==> config.mk <==
export PLATFORM = sky130hd
export DESIGN_NAME = dma_rr_engine
export DESIGN_NICKNAME = d
export VERILOG_FILES = /design/src/rtl/dma_rr_pkg.sv /design/src/rtl/dma_chan_regs.sv /design/src/rtl/dma_svc_ctrl.sv /design/src/rtl/dma_rr_engine.sv
export SDC_FILE = /design/constraint.sdc
export NUM_CORES = 2
export LEC_CHECK = 0
export BUFFER_PORTS_ARGS = -buffer_cell sky130_fd_sc_hd__buf_4
export CORE_ASPECT_RATIO = 2
export CORE_MARGIN = 8
export CORE_UTILIZATION = 55
export CTS_CLUSTER_SIZE = 24
export DETAILED_ROUTE_END_ITERATION = 6
export HOLD_SLACK_MARGIN = 0.03
export PLACE_DENSITY_LB_ADDON = 0.08
export SYNTH_ARGS = -nofsm -noshare
export SYNTH_HDL_FRONTEND = slang
export SYNTH_SLANG_ARGS = --single-unit
==> constraint.sdc <==
create_clock -name clk -period 10.2 [get_ports clk]
set_clock_uncertainty 0.05 [all_clocks]
set_input_delay 1.02 -clock clk [delete_from_list [all_inputs] [get_ports clk]]
set_output_delay 1.02 -clock clk [all_outputs]
set_load 0.1 [all_outputs]
==> src/rtl/dma_rr_pkg.sv <==
package dma_rr_pkg;
  localparam int REG_W   = 32;
  localparam int RUN_BIT = 31;

  typedef struct packed {
    logic clrRun;
    logic setDone;
    logic setErr;
    logic decFail;
    logic advance;
  } svc_strobe_t;

  typedef enum logic [1:0] {
    ST_IDLE  = 2'd0,
    ST_READ  = 2'd1,
    ST_WRITE = 2'd2
  } svc_state_e;
endpackage

==> src/rtl/dma_chan_regs.sv <==
module dma_chan_regs
  import dma_rr_pkg::*;
#(
  parameter int            NUM_CH    = 4,
  parameter int            ADDR_W    = 32,
  parameter int            FAIL_W    = 8,
  parameter logic [31:0]   MAX_COUNT = 32'h1FFF,
  parameter int            REG_AW    = 5,
  parameter int            CH_W      = 2
) (
  input  logic                 clk,
  input  logic                 rstN,
  input  logic                 regWrEn,
  input  logic [REG_AW-1:0]    regAddr,
  input  logic [REG_W-1:0]     regWrData,
  output logic [REG_W-1:0]     regRdData,
  input  logic [CH_W-1:0]      selCh,
  input  svc_strobe_t          stb,
  input  logic [REG_W-1:0]     advBytes,
  output logic [NUM_CH-1:0]    runVec,
  output logic [ADDR_W-1:0]    selSrc,
  output logic [ADDR_W-1:0]    selDst,
  output logic [REG_W-1:0]     selCnt,
  output logic [FAIL_W-1:0]    selFail,
  output logic                 irq
);
  localparam int DONE_IDX  = NUM_CH * 4;
  localparam int ERR_IDX   = DONE_IDX + 1;
  localparam int FAIL_BASE = DONE_IDX + 2;

  logic [ADDR_W-1:0] srcQ  [NUM_CH];
  logic [ADDR_W-1:0] dstQ  [NUM_CH];
  logic [REG_W-1:0]  cntQ  [NUM_CH];
  logic [FAIL_W-1:0] failQ [NUM_CH];
  logic [NUM_CH-1:0] runQ, doneQ, errQ;

  function automatic logic wrHit(input int idx);
    return regWrEn && (regAddr == REG_AW'(idx));
  endfunction

  always_ff @(posedge clk or negedge rstN) begin
    if (!rstN) begin
      for (int i = 0; i < NUM_CH; i++) begin
        srcQ[i]  <= '0;
        dstQ[i]  <= '0;
        cntQ[i]  <= '0;
        failQ[i] <= '0;
      end
      runQ  <= '0;
      doneQ <= '0;
      errQ  <= '0;
    end else begin
      for (int i = 0; i < NUM_CH; i++) begin
        // host side: address and count frozen while the channel runs
        if (!runQ[i] && wrHit(i*4 + 0)) srcQ[i] <= regWrData[ADDR_W-1:0];
        if (!runQ[i] && wrHit(i*4 + 1)) dstQ[i] <= regWrData[ADDR_W-1:0];
        if (!runQ[i] && wrHit(i*4 + 2)) cntQ[i] <= regWrData;
        if (wrHit(i*4 + 3)) begin
          if (!regWrData[RUN_BIT])
            runQ[i] <= 1'b0;
          else if ((cntQ[i][1:0] == 2'b00) && (cntQ[i] <= MAX_COUNT))
            runQ[i] <= 1'b1;
        end
        if (wrHit(FAIL_BASE + i))
          failQ[i] <= regWrData[FAIL_W-1:0];
        else if ((selCh == CH_W'(i)) && stb.decFail)
          failQ[i] <= failQ[i] - 1'b1;
        if (wrHit(DONE_IDX) && regWrData[i]) doneQ[i] <= 1'b0;
        if (wrHit(ERR_IDX)  && regWrData[i]) errQ[i]  <= 1'b0;
        // service side wins over a host write in the same cycle
        if (selCh == CH_W'(i)) begin
          if (stb.clrRun)  runQ[i]  <= 1'b0;
          if (stb.setDone) doneQ[i] <= 1'b1;
          if (stb.setErr)  errQ[i]  <= 1'b1;
          if (stb.advance) begin
            srcQ[i] <= srcQ[i] + ADDR_W'(advBytes);
            dstQ[i] <= dstQ[i] + ADDR_W'(advBytes);
            cntQ[i] <= cntQ[i] - advBytes;
          end
        end
      end
    end
  end

  assign runVec  = runQ;
  assign selSrc  = srcQ[selCh];
  assign selDst  = dstQ[selCh];
  assign selCnt  = cntQ[selCh];
  assign selFail = failQ[selCh];
  assign irq     = (|doneQ) | (|errQ);

  always_comb begin
    logic [CH_W-1:0] rdCh;
    regRdData = '0;
    rdCh      = CH_W'(regAddr >> 2);
    if (regAddr < REG_AW'(DONE_IDX)) begin
      case (regAddr[1:0])
        2'd0:    regRdData = REG_W'(srcQ[rdCh]);
        2'd1:    regRdData = REG_W'(dstQ[rdCh]);
        2'd2:    regRdData = cntQ[rdCh];
        default: regRdData = {runQ[rdCh], {(REG_W-1){1'b0}}};
      endcase
    end else if (regAddr == REG_AW'(DONE_IDX)) begin
      regRdData = REG_W'(doneQ);
    end else if (regAddr == REG_AW'(ERR_IDX)) begin
      regRdData = REG_W'(errQ);
    end else if (regAddr < REG_AW'(FAIL_BASE + NUM_CH)) begin
      regRdData = REG_W'(failQ[CH_W'(regAddr - REG_AW'(FAIL_BASE))]);
    end
  end

  for (genvar g = 0; g < NUM_CH; g++) begin : g_chk
    a_r3_done_stops_run: assert property (@(posedge clk) disable iff (!rstN)
      $rose(doneQ[g]) |-> !runQ[g]);
    a_r4_err_stops_run: assert property (@(posedge clk) disable iff (!rstN)
      $rose(errQ[g]) |-> !runQ[g]);
    a_r5_start_valid_count: assert property (@(posedge clk) disable iff (!rstN)
      $rose(runQ[g]) |-> (cntQ[g][1:0] == 2'b00) && (cntQ[g] <= MAX_COUNT));
    a_r9_frozen_while_running: assert property (@(posedge clk) disable iff (!rstN)
      runQ[g] && !((selCh == CH_W'(g)) && stb.advance)
      |=> $stable(srcQ[g]) && $stable(dstQ[g]) && $stable(cntQ[g]));
  end
endmodule

==> src/rtl/dma_svc_ctrl.sv <==
module dma_svc_ctrl
  import dma_rr_pkg::*;
#(
  parameter int NUM_CH      = 4,
  parameter int ADDR_W      = 32,
  parameter int FAIL_W      = 8,
  parameter int BURST_BYTES = 2048,
  parameter int CH_W        = 2
) (
  input  logic                 clk,
  input  logic                 rstN,
  input  logic                 tick,
  input  logic [NUM_CH-1:0]    runVec,
  input  logic [ADDR_W-1:0]    selSrc,
  input  logic [ADDR_W-1:0]    selDst,
  input  logic [REG_W-1:0]     selCnt,
  input  logic [FAIL_W-1:0]    selFail,
  output logic [CH_W-1:0]      selCh,
  output svc_strobe_t          stb,
  output logic [REG_W-1:0]     advBytes,
  output logic                 busy,
  output logic                 memReq,
  output logic                 memWe,
  output logic [ADDR_W-1:0]    memAddr,
  output logic [REG_W-1:0]     memWData,
  input  logic                 memReady,
  input  logic [REG_W-1:0]     memRData
);
  localparam logic [REG_W-1:0] WORD_B  = REG_W'(4);
  localparam logic [REG_W-1:0] BURST_B = REG_W'(BURST_BYTES);
  localparam logic [CH_W-1:0]  LAST_CH = CH_W'(NUM_CH - 1);

  svc_state_e        stQ;
  logic [CH_W-1:0]   ptrQ;
  logic [REG_W-1:0]  lenQ, offQ, holdQ;

  logic idleTick, chRun, failLast, startBurst, lastBeat;
  logic [CH_W-1:0]  ptrNext;
  logic [REG_W-1:0] burstLen;

  assign idleTick   = (stQ == ST_IDLE) && tick;
  assign chRun      = runVec[ptrQ];
  assign failLast   = (selFail == FAIL_W'(1));
  assign burstLen   = (selCnt > BURST_B) ? BURST_B : selCnt;
  assign startBurst = idleTick && chRun && !failLast && (selCnt != '0);
  assign lastBeat   = (stQ == ST_WRITE) && memReady && (offQ + WORD_B == lenQ);
  assign ptrNext    = (ptrQ == LAST_CH) ? '0 : ptrQ + 1'b1;

  always_comb begin
    stb = '0;
    if (idleTick && chRun) begin
      stb.decFail = (selFail != '0);
      if (failLast) begin
        stb.clrRun = 1'b1;
        stb.setErr = 1'b1;
      end else if (selCnt == '0) begin
        stb.clrRun  = 1'b1;
        stb.setDone = 1'b1;
      end
    end
    stb.advance = lastBeat;
  end

  always_ff @(posedge clk or negedge rstN) begin
    if (!rstN) begin
      stQ   <= ST_IDLE;
      ptrQ  <= '0;
      lenQ  <= '0;
      offQ  <= '0;
      holdQ <= '0;
    end else begin
      case (stQ)
        ST_IDLE: if (idleTick) begin
          if (startBurst) begin
            stQ  <= ST_READ;
            lenQ <= burstLen;
            offQ <= '0;
          end else begin
            ptrQ <= ptrNext;
          end
        end
        ST_READ: if (memReady) begin
          holdQ <= memRData;
          stQ   <= ST_WRITE;
        end
        ST_WRITE: if (memReady) begin
          if (offQ + WORD_B == lenQ) begin
            stQ  <= ST_IDLE;
            ptrQ <= ptrNext;
          end else begin
            offQ <= offQ + WORD_B;
            stQ  <= ST_READ;
          end
        end
        default: stQ <= ST_IDLE;
      endcase
    end
  end

  assign selCh    = ptrQ;
  assign advBytes = lenQ;
  assign busy     = (stQ != ST_IDLE);
  assign memReq   = (stQ != ST_IDLE);
  assign memWe    = (stQ == ST_WRITE);
  assign memAddr  = ((stQ == ST_WRITE) ? selDst : selSrc) + ADDR_W'(offQ);
  assign memWData = holdQ;

  a_r11_req_held: assert property (@(posedge clk) disable iff (!rstN)
    memReq && !memReady |=> memReq && $stable(memWe) && $stable(memAddr) && $stable(memWData));
  a_r8_ptr_frozen_in_burst: assert property (@(posedge clk) disable iff (!rstN)
    (stQ != ST_IDLE) && !lastBeat |=> $stable(ptrQ));
  a_r1_ptr_single_step: assert property (@(posedge clk) disable iff (!rstN)
    !$stable(ptrQ) |-> ptrQ == (($past(ptrQ) == LAST_CH) ? '0 : $past(ptrQ) + 1'b1));
  a_r2_burst_len_bounded: assert property (@(posedge clk) disable iff (!rstN)
    (stQ == ST_READ) |-> (lenQ != '0) && (lenQ <= BURST_B) && (lenQ[1:0] == 2'b00));
endmodule

==> src/rtl/dma_rr_engine.sv <==
module dma_rr_engine
  import dma_rr_pkg::*;
#(
  parameter int          NUM_CH      = 4,
  parameter int          ADDR_W      = 32,
  parameter int          FAIL_W      = 8,
  parameter int          BURST_BYTES = 2048,
  parameter logic [31:0] MAX_COUNT   = 32'h1FFF,
  parameter int          REG_AW      = $clog2(NUM_CH * 5 + 2)
) (
  input  logic               clk,
  input  logic               rstN,
  input  logic               tick,
  input  logic               regWrEn,
  input  logic [REG_AW-1:0]  regAddr,
  input  logic [31:0]        regWrData,
  output logic [31:0]        regRdData,
  output logic               memReq,
  output logic               memWe,
  output logic [ADDR_W-1:0]  memAddr,
  output logic [31:0]        memWData,
  input  logic               memReady,
  input  logic [31:0]        memRData,
  output logic               busy,
  output logic               irq
);
  localparam int CH_W = (NUM_CH > 1) ? $clog2(NUM_CH) : 1;

  logic [CH_W-1:0]   selCh;
  svc_strobe_t       stb;
  logic [REG_W-1:0]  advBytes, selCnt;
  logic [NUM_CH-1:0] runVec;
  logic [ADDR_W-1:0] selSrc, selDst;
  logic [FAIL_W-1:0] selFail;

  dma_chan_regs #(
    .NUM_CH(NUM_CH), .ADDR_W(ADDR_W), .FAIL_W(FAIL_W),
    .MAX_COUNT(MAX_COUNT), .REG_AW(REG_AW), .CH_W(CH_W)
  ) u_regs (
    .clk(clk), .rstN(rstN),
    .regWrEn(regWrEn), .regAddr(regAddr), .regWrData(regWrData), .regRdData(regRdData),
    .selCh(selCh), .stb(stb), .advBytes(advBytes),
    .runVec(runVec), .selSrc(selSrc), .selDst(selDst), .selCnt(selCnt), .selFail(selFail),
    .irq(irq)
  );

  dma_svc_ctrl #(
    .NUM_CH(NUM_CH), .ADDR_W(ADDR_W), .FAIL_W(FAIL_W),
    .BURST_BYTES(BURST_BYTES), .CH_W(CH_W)
  ) u_ctrl (
    .clk(clk), .rstN(rstN), .tick(tick),
    .runVec(runVec), .selSrc(selSrc), .selDst(selDst), .selCnt(selCnt), .selFail(selFail),
    .selCh(selCh), .stb(stb), .advBytes(advBytes), .busy(busy),
    .memReq(memReq), .memWe(memWe), .memAddr(memAddr), .memWData(memWData),
    .memReady(memReady), .memRData(memRData)
  );
endmodule

==> flow_summary.yaml <==
yosys:
  ys_top_cells_by_area: "dfrtp_1, ha_1, mux4_2, a21oi_1, mux2i_1"
  synthFlopType: "dfrtp_1"
  synth_area_leader_cell: "dfrtp_1"
  yosysSeqAreaShare_pct: 26.59
  yosysTopAreaCellShare_pct: 26.59
  syn_inst: 5609
  yosysWarnings: 0
  syn_area_per_cell_um2: 8.827
  ys_ff_latch: 526
  synth_nets: 6106
  synth_edf_count: 0
  syn_area_um2: 49510
  async_reset_ff_share_pct: 100.0
  ys_types: 85
floorplanning:
  row_count: 155
  die_w_um: 228.2
  ioPinCount: 174
  initial_utilization_pct: 55.50
  die_area_um2: 100500
  core-area_um2: 89210
  die_h_um: 440.3
clock_network:
  clockRootBuffer: "clkbuf_16"
  cts_made_buffers: 56
  cts_resized: 0
  clkLatencyLatePin_ns: 0.68
  cts_sinks: 526
  h-tree-depth: 2
  cts_tree: "done"
  ctsHoldBuffers: 0
  clockBufferDepth: 3
  cts_setup_buffers: 0
  clk_pin_slew_ns: 0.07
setup_path:
  endpoint: "memAddr[31]"
  critPathKind: "flip-flop to output port"
  reg2regPathDepth: 13
  reg2reg_to: "u_regs.dstQ[114]"
  r2r_setup_slack_ns: 4.17
  startpoint_type: "flip-flop"
  critPathLaunch: "u_ctrl.selCh[0]"
  critical_path_required_ns: 9.13
  worst_setup_path_end_kind: "output port"
  critPathArrivalTime_ns: 6.58
  r2r_start: "u_ctrl.offQ[2]"
  cp_max_fo: 43
power:
  clkPwrFrac_pct: 13.3
  total_power_mw: 16.82
  total_leakage_power_nw: 25.74
  p_int_mw: 7.952
  switchingPower_mw: 8.872
  pwr_density_cell_nw_per_um2: 312.6
  swShare_pct: 52.73
  comb_power_share_pct: 66.5
  p_seq_share_pct: 20.2
  ir_drop_uv: 426.6
drt:
  wire_per_inst_um: 28.63
  vias: 46450
  first_iter_violations: 3536
  viasPerCell: 6.764
  first_pass_iters: 6
  drc_errors: 0
  routed_wirelength_um: 196600
  ant_nets: 0
timing:
  period_minus_slack_ns: 7.651
  final_hold_viol_count: 0
  post-route-period-util_pct: 75.01
  max-slew-margin-rel_pct: 22.26
  slew_viol_final: 0
  setup_viol: 0
  fmax_mhz: 130.7
  rsz0062_at_grt: "no"
  worst_pin_slew_ns: 1.166
  fin_tns_setup_ns: 0
global_route:
  grt_antenna_before_repair: 13
  grt_pass1_wl_um: 288600
  overflow: 0
  grt_max_degree: 124
  first_global_vias: 45540
  grt_usage_pct: 37.98
finish:
  fillerInstances: 8151
  area_delta_synth_final_pct: 8.693
  drive_gt1_share_pct: 12.30
  fin_nets: 6135
placed_design:
  dpl.hpwl_um: 149000
  port_buffers: 173
  place.gp.congestion: 0.9979
flow_run:
  cap_violations: 0
min_path:
  hold_class: "input pin to async pin"
status:
  status: "finished clean"
-- sequential cells by signal (all words and copies together) (netlist names) --
signal / cells
u_regs.cntQ: 128
u_regs.dstQ: 128
u_regs.srcQ: 128
u_ctrl.advBytes: 32
u_ctrl.memWData: 32
u_regs.failQ: 32
u_ctrl.offQ: 30
u_regs.doneQ: 4
u_regs.errQ: 4
u_regs.runVec: 4
u_ctrl.selCh: 2
u_ctrl.stQ: 2
-- Yosys cell counts, drive strengths merged (146+ instances only) --
library cell and instances:
mux2i 260, mux4 184, a21o 146, ha 411
o21ai 316, clkbuf 216, nor2 539, inv 170
dfrtp 526, nand2 386, a21oi 667, xor2 170
xnor2 238
-- how the worst min path moves through the flow --
stage | start | to | depth (start not counted)
CTS | rstN | u_ctrl.offQ[2] | 1
finish | rstN | u_ctrl.offQ[2] | 1
floorplan | u_regs.dstQ[63] | u_regs.dstQ[63] | 1
detailed placement | u_ctrl.memWData[3] | u_ctrl.memWData[3] | 1
global route | rstN | u_ctrl.offQ[2] | 1
global placement | u_ctrl.memWData[13] | u_ctrl.memWData[13] | 1
-- cell families (layout without fill, tap and decap cells) --
family,Yosys count,in the layout,synth area share (%)
muxes,547,547,15.97
adders and majority gates,423,423,10.87
DFF,526,526,26.59
AOI/OAI and AO/OA,1648,1648,20.43
and+or+nand+nor,1599,1599,15.33
buffers and inverters,457,533,3.596
other,1,6,0.007574
xor gates and xnor gates,408,408,7.217
-- layout make-up --
cell class / instances / area (um^2) / area share [%]
tap: 1177 / 1473 / 2.737
inverter: 173 / 649.4 / 1.207
sequential: 526 / 13170 / 24.47
clock buffer: 75 / 1583 / 2.941
timing repair buffer: 255 / 1963 / 3.648
clock inverter: 30 / 321.6 / 0.5975
antenna: 5 / 12.51 / 0.02325
multi-input combinational: 4626 / 34640 / 64.37
-- metal layers --
layer,up-vias,routed length (um),track usage (%)
met2,2076,93880,64.87
met5,-,81,0
met3,928,12780,7.178
li1,20760,-,-
met1,22670,65740,38.21
met4,12,24160,37.51
-- power by group through the flow --
| stage | registers [mW] | clock network, mW | logic [mW] |
|---|---|---|---|
| final | 3.40 | 2.24 | 11.2 |
| after global routing | 3.43 | 2.32 | 12.0 |
| after CTS | 3.36 | 2.26 | 11.1 |
| after detailed placement | 3.40 | 0 | 11.0 |
| after global placement | 3.38 | 0 | 10.9 |
| after floorplan | 3.53 | 0 | 7.87 |
-- per-stage QoR --
| stage | hold slack [ns] | instances | setup WS, ns | cell area (um^2) | util [%] |
|---|---|---|---|---|---|
| after global placement | 0.4383 | 6757 | 3.270 | 51900 | 58.18 |
| after global routing | 0.3205 | 6862 | 2.140 | 53800 | 60.31 |
| after CTS | 0.3017 | 6862 | 2.469 | 53800 | 60.31 |
| after floorplan | 0.4262 | 5609 | 2.130 | 49510 | - |
| after detailed placement | 0.4445 | 6757 | 3.233 | 51900 | 58.18 |
| final | 0.2855 | 6867 | 2.549 | 53820 | 60.32 |
-- worst max-delay path, cell delays in order, from the launching register on --
cell and delay, ns:
dfrtp_4 0.99, buf_4 0.66, mux4_2 0.59, nand2_1 0.09, nand2_1 0.08, ha_1 0.37
a2111oi_0 0.44, a21oi_1 0.17, a21oi_1 0.17, o311ai_0 0.21, o211ai_1 0.30, o21ai_0 0.25
or4_1 0.43, a31o_2 0.26, a21o_1 0.18, a21oi_1 0.17, xnor2_1 0.14, buf_4 0.32
-- cells in the final DEF, fill, tap and decap left out, types with 131 or more instances in the layout --
master	synthesis	routed
dfrtp_1	526	524
nor2_1	539	538
ha_1	411	411
xnor2_1	238	238
nand2_1	386	374
o21ai_0	312	312
nor2b_1	132	131
xor2_1	170	170
inv_1	170	169
a21oi_1	667	667
a21o_1	146	146
buf_4	3	250
mux2i_1	260	260
mux4_2	184	184
Power figures use the tool's default switching activity.
